<file path="config.mk">
export PLATFORM = sky130hd
export DESIGN_NAME = shader_issue_arb
export DESIGN_NICKNAME = d
export VERILOG_FILES = /design/src/rtl/shader_issue_arb.sv
export SDC_FILE = /design/constraint.sdc
export NUM_CORES = 1
export LEC_CHECK = 0
export CAP_MARGIN = 20
export CORE_ASPECT_RATIO = 1.25
export CORE_UTILIZATION = 40
export DETAILED_ROUTE_END_ITERATION = 8
export PLACE_DENSITY = 0.67
export SLEW_MARGIN = 20
export SYNTH_ARGS = -nofsm -noshare
export SYNTH_HDL_FRONTEND = slang
export SYNTH_SLANG_ARGS = --single-unit
</file>
<file path="constraint.sdc">
create_clock -name clk -period 6.3 [get_ports clk]
set_input_delay 1.575 -clock clk [delete_from_list [all_inputs] [get_ports clk]]
set_output_delay 1.575 -clock clk [all_outputs]
set_load 0.03 [all_outputs]
</file>
<file path="src/rtl/shader_issue_arb.sv">
module shader_issue_arb #(
  parameter int N_SLOTS  = 4,
  parameter int RB_SLOTS = 16,
  parameter int COST_W   = 16,
  localparam int RB_W    = $clog2(RB_SLOTS + 1),
  localparam int SUM_W   = RB_W + 2
) (
  input  logic               clk,
  input  logic               rst,
  input  logic [N_SLOTS-1:0] slot_free,
  input  logic               tri_valid,
  input  logic [1:0]         tri_nverts,
  output logic               tri_ready,
  input  logic [RB_W-1:0]    rb_used,
  input  logic               vtx_valid,
  output logic               vtx_ready,
  input  logic               vbuf_full,
  input  logic               pix_valid,
  output logic               pix_ready,
  input  logic               pix_stalled,
  input  logic               pix_full,
  input  logic               cost_load,
  input  logic [COST_W-1:0]  cost_value,
  input  logic [COST_W-1:0]  cost_thresh,
  input  logic               depth_only,
  input  logic               fallback_mode,
  output logic [N_SLOTS-1:0] slot_grant,
  output logic               grant_vtx
);

  logic [1:0]        pend;
  logic [COST_W-1:0] cost_cnt;
  logic              cost_valid;
  logic              fb_vtx;

  logic [SUM_W-1:0]   rb_need;
  logic [N_SLOTS-1:0] low_free;
  logic any_free, vtx_elig, pix_elig, early, pick_vtx, pick_pix;

  assign rb_need   = SUM_W'(rb_used) + SUM_W'(pend) + SUM_W'(tri_nverts);
  assign tri_ready = tri_valid && (rb_need <= SUM_W'(RB_SLOTS));

  assign low_free  = slot_free & (~slot_free + N_SLOTS'(1));
  assign any_free  = |slot_free;

  assign vtx_elig  = vtx_valid && !vbuf_full;
  assign pix_elig  = pix_valid && !pix_stalled && !pix_full && !depth_only;
  assign early     = cost_valid && (cost_cnt < cost_thresh);

  assign pick_vtx  = vtx_elig && (!pix_elig || (fallback_mode ? fb_vtx : early));
  assign pick_pix  = pix_elig && !pick_vtx;

  assign vtx_ready  = any_free && pick_vtx;
  assign pix_ready  = any_free && pick_pix;
  assign grant_vtx  = vtx_ready;
  assign slot_grant = (vtx_ready || pix_ready) ? low_free : '0;

  always_ff @(posedge clk) begin
    if (rst) begin
      pend       <= '0;
      cost_cnt   <= '0;
      cost_valid <= 1'b0;
      fb_vtx     <= 1'b0;
    end else begin
      pend <= tri_ready ? tri_nverts : 2'd0;

      if (cost_load) begin
        cost_cnt   <= cost_value;
        cost_valid <= 1'b1;
      end else if (pix_ready && cost_cnt != '0) begin
        cost_cnt <= cost_cnt - COST_W'(1);
      end

      if (!fallback_mode)              fb_vtx <= 1'b0;
      else if (fb_vtx && vbuf_full)    fb_vtx <= 1'b0;
      else if (!fb_vtx && vtx_ready)   fb_vtx <= 1'b1;
    end
  end

  assert_one_grant_R9: assert property (@(posedge clk) disable iff (rst)
    $onehot0(slot_grant) && ((slot_grant & ~slot_free) == '0));

  assert_grant_needs_thread_R9: assert property (@(posedge clk) disable iff (rst)
    (slot_grant != '0) |-> (vtx_ready || pix_ready));

  assert_rb_room_R3: assert property (@(posedge clk) disable iff (rst)
    tri_ready |-> (SUM_W'(rb_used) + SUM_W'(tri_nverts) <= SUM_W'(RB_SLOTS)));

  assert_stall_to_vtx_R4: assert property (@(posedge clk) disable iff (rst)
    (pix_stalled && vtx_valid && !vbuf_full && any_free) |-> vtx_ready);

  assert_cost_step_R5: assert property (@(posedge clk) disable iff (rst)
    ($past(cost_valid) && !$past(cost_load) && $past(pix_ready) && $past(cost_cnt) != '0)
      |-> (cost_cnt == $past(cost_cnt) - COST_W'(1)));

  assert_depth_only_R7: assert property (@(posedge clk) disable iff (rst)
    depth_only |-> !pix_ready);

  assert_vbuf_block_R8: assert property (@(posedge clk) disable iff (rst)
    vbuf_full |-> !vtx_ready);

  assert_pbuf_block_R8: assert property (@(posedge clk) disable iff (rst)
    pix_full |-> !pix_ready);

  assert_fb_leave_R6: assert property (@(posedge clk) disable iff (rst)
    (fallback_mode && fb_vtx && vbuf_full) |=> !fb_vtx);

endmodule

</file>
==> impl_metrics.env <==
export IMPL_run_status="finished clean"
export IMPL_critical_path_max_stage_delay_ps=680
export IMPL_io_pins=62
export IMPL_dr_pass1_iters=5
export IMPL_synth_seq_cells=20
export IMPL_netlist_top_cells_area="sky130_fd_sc_hd__dfxtp_1 (21%), sky130_fd_sc_hd__ha_1 (12%), sky130_fd_sc_hd__inv_1 (5.8%)"
export IMPL_report_final_hold_viol_count=0
export IMPL_multi_input_comb_area_um2=1316
export IMPL_syn_area_per_cell_um2=7.671
export IMPL_cts_tree="done"
export IMPL_power_per_cell_area_nw_per_um2=158.3
export IMPL_synth_warning_count=0
export IMPL_dr_total_vias=2097
export IMPL_drive_above_1_share=0.05556
export IMPL_post_synth_top_count_cell="sky130_fd_sc_hd__inv_1"
export IMPL_post_synth_instance_area_um2=1879
export IMPL_global_route_usage_met1=0.2603
export IMPL_fp_row_count=27
export IMPL_num_antenna_cells=0
export IMPL_port_buffer_count=61
export IMPL_setup_violations=0
export IMPL_holdCritPathClass="flip-flop to flip-flop"
export IMPL_stdcell_area_um2=2631
export IMPL_grt_ovfl_total=0
export IMPL_crit_path_required_time_ps=4720
export IMPL_finClkSkew_ps=2.612
export IMPL_dp_final_hpwl_mm=4.192
export IMPL_n_fill_cell=441
export IMPL_synth_distinct_cells=54
export IMPL_async_flop_share=0
export IMPL_cts_root_buffer_cell="sky130_fd_sc_hd__clkbuf_8"
export IMPL_synthesis_nets=320
export IMPL_finalWorstPathRequiredPeriod_ps=6091
export IMPL_remaining_drc_errors=0
export IMPL_comb_pwr_share=0.328
export IMPL_wl_mm=5.375
export IMPL_pre_cts_ws_ps=221.7
export IMPL_globalplace_congestion=0.8608
export IMPL_design_final_nets=382
export IMPL_crit_path_max_fanout=3
export IMPL_vdd_ir_drop_worst_uv=78.51
export IMPL_post_drt_wl_per_cell_um=14.77
export IMPL_syn2layout_area_growth_pct=40.01
export IMPL_tightestPinTransition_ps=641.0
export IMPL_postLayoutCoreUtil=0.5901
export IMPL_vias_per_cell=5.761
export IMPL_cts_max_level=1
export IMPL_worst_path_max_delay_cell="sky130_fd_sc_hd__clkdlybuf4s50_1"
export IMPL_initial_utilization=0.4214
export IMPL_grt_usage=0.2254
export IMPL_number_of_cts_inserted_buffers=3
export IMPL_power_net_switching_uw=126.3
export IMPL_grt_met2_usage=0.4323
export IMPL_floorplan_die_height_um=78.64
export IMPL_critPathKind="input pin to primary output"
export IMPL_drv_slew=0
export IMPL_finalSetupTns_ps=0
export IMPL_min_period_over_period=0.9669
export IMPL_grt_first_pass_wirelength_mm=9.059
export IMPL_grt_pass1_vias=2010
export IMPL_drt_initial_drc_count=66
export IMPL_worst_setup_margin_ps=208.5
export IMPL_area_sequential_um2=400.4
export IMPL_place_detailed_instances=360
export IMPL_post_synth_top_area_fraction=0.2130
export IMPL_cts_sink_count=20
export IMPL_synth_sequential_area_ratio=0.2130
export IMPL_timing_max_cap_violations=0
export IMPL_synthFlopType="sky130_fd_sc_hd__dfxtp_1"
export IMPL_intPower_uw=290.2
export IMPL_synth_top_cells_by_count="sky130_fd_sc_hd__inv_1 (29), sky130_fd_sc_hd__nor2_1 (23), sky130_fd_sc_hd__dfxtp_1 (20)"
export IMPL_clock_path_buffers=2
export IMPL_grt_setup_unrepaired="no"
export IMPL_placedInstanceArea_um2=2557
export IMPL_synth_area_leader_cell="sky130_fd_sc_hd__dfxtp_1"
export IMPL_detail_route_antenna_nets=0
export IMPL_critPathLaunchType="input pin"
export IMPL_switching_share=0.3032
export IMPL_final_hold_worst_slack_ps=529.3
export IMPL_timing_critical_path_arrival_ps=4520
export IMPL_grt_start_max_net_pins=27
export IMPL_power_frac_seq=0.355
export IMPL_maxClockFrequency_ghz=0.1642
export IMPL_synth_enable_flop_cells=0
export IMPL_leakagePower_nw=1.109
export IMPL_final_cells=364
export IMPL_worst_slew_margin_rel=0.5687
export IMPL_critical_path_endpoint_type="primary output"
export IMPL_syn_instance_count=245
export IMPL_chipWidth_um=63.31
export IMPL_crit_path_cell_trace="clkdlybuf4s50_1 -> fa_1 -> ha_1 -> fa_1 -> nor4b_1 -> a31oi_1 -> nor2_1 -> o21a_1 -> clkdlybuf4s50_1"
export IMPL_critical_path_top_delay_family="adder cells"
export IMPL_pwr_share_clk=0.318
export IMPL_grt_antenna_before_repair=0
export IMPL_clock_latency_ps=270
export IMPL_p_total_uw=416.5
export IMPL_floorplan_core_area_um2=4459
export IMPL_critical_path_n_buffers_inverters=2
export IMPL_gr_max_usage_layer="met2"
export IMPL_die_area_um2=4978
export IMPL_clk_pin_slew_ps=80
export IMPL_grt_use_met3=0.02471
layout by cell type (no fill, tap or decap), drive strengths merged, types with 3 or more instances in the layout:
cell type,count
o211ai,5
dfxtp,20
nor3,4
fa,3
nand2b,4
a311oi,3
nand4,5
o2111ai,3
o21ai,8
nor4,12
a31oi,3
clkbuf,3
or3,5
a211oi,4
clkdlybuf4s50,60
buf,6
inv,29
o31a,5
or4,5
o41ai,3
nand2,12
ha,18
o31ai,3
nor2,23
and3,4
and4,3
nand3,10
a21oi,12
worst reg2reg max path: stages (launching register included):
cell                        delay, ps
sky130_fd_sc_hd__dfxtp_1          470
sky130_fd_sc_hd__ha_1             310
sky130_fd_sc_hd__a211oi_1         300
sky130_fd_sc_hd__o211ai_1         150
sky130_fd_sc_hd__nor3_1           290
sky130_fd_sc_hd__buf_4            170
sky130_fd_sc_hd__nand3_1          140
sky130_fd_sc_hd__and4_1           240
sky130_fd_sc_hd__a2111oi_0        370
cell type report:
class                      instances  share of cell area
inverter                          30             0.04280
clock buffer                       3             0.01569
clock inverter                     1             0.01141
timing repair buffer              67              0.2501
tap                               58             0.02758
sequential                        20              0.1522
multi-input combinational        185              0.5002
state kept, by name, summed over array words and instances, names as in the netlist:
register / count
fb_vtx: 1
cost_cnt: 16
cost_valid: 1
pend: 2
kinds of logic (layout without fill, tap and decap cells):
kind of cell               count (synthesis)  count (layout)  synth area share
and+or+nand+nor                           99              99            0.2969
buffers and inverters                     40             101           0.08655
DFF                                       20              20            0.2130
AOI/OAI and AO/OA                         63              63            0.2410
muxes                                      1               1          0.005992
xor gates and xnor gates                   1               1          0.004661
adders and majority gates                 21              21            0.1518
what timing repair did:
action / 4_1_cts / 5_1_grt
hold buffers: 0 / 0
setup buffers: 0 / 0
resized for setup: 0 / 1
hold endpoints to repair: 0 / 0
endpoints found under the setup margin: 0 / 1
worst paths after layout:
kind / depth (start not counted) / slack (ps) / end / from
worst max-delay path: 9 / 210 / tri_ready / tri_nverts[1]
worst min-delay path: 2 / 530 / cost_valid / cost_valid
worst max register to register: 8 / 3730 / cost_cnt[2] / cost_cnt[15]
worst min register to register: 2 / 530 / cost_valid / cost_valid
power groups by stage:
stage	Clock, mW	Sequential (mW)	Combinational, mW
floorplan	0	0.146	0.0776
finish	0.132	0.148	0.136
detailed placement	0	0.150	0.136
global placement	0	0.150	0.134
CTS	0.134	0.147	0.137
global route	0.140	0.149	0.153
metal layers:
layer	vias to the layer above	share of wire
li1	1048	-
met1	959	0.43
met2	80	0.51
met3	10	0.049
met4	0	0.012
met5	-	0
No activity file was read; power rests on OpenSTA's default activity.
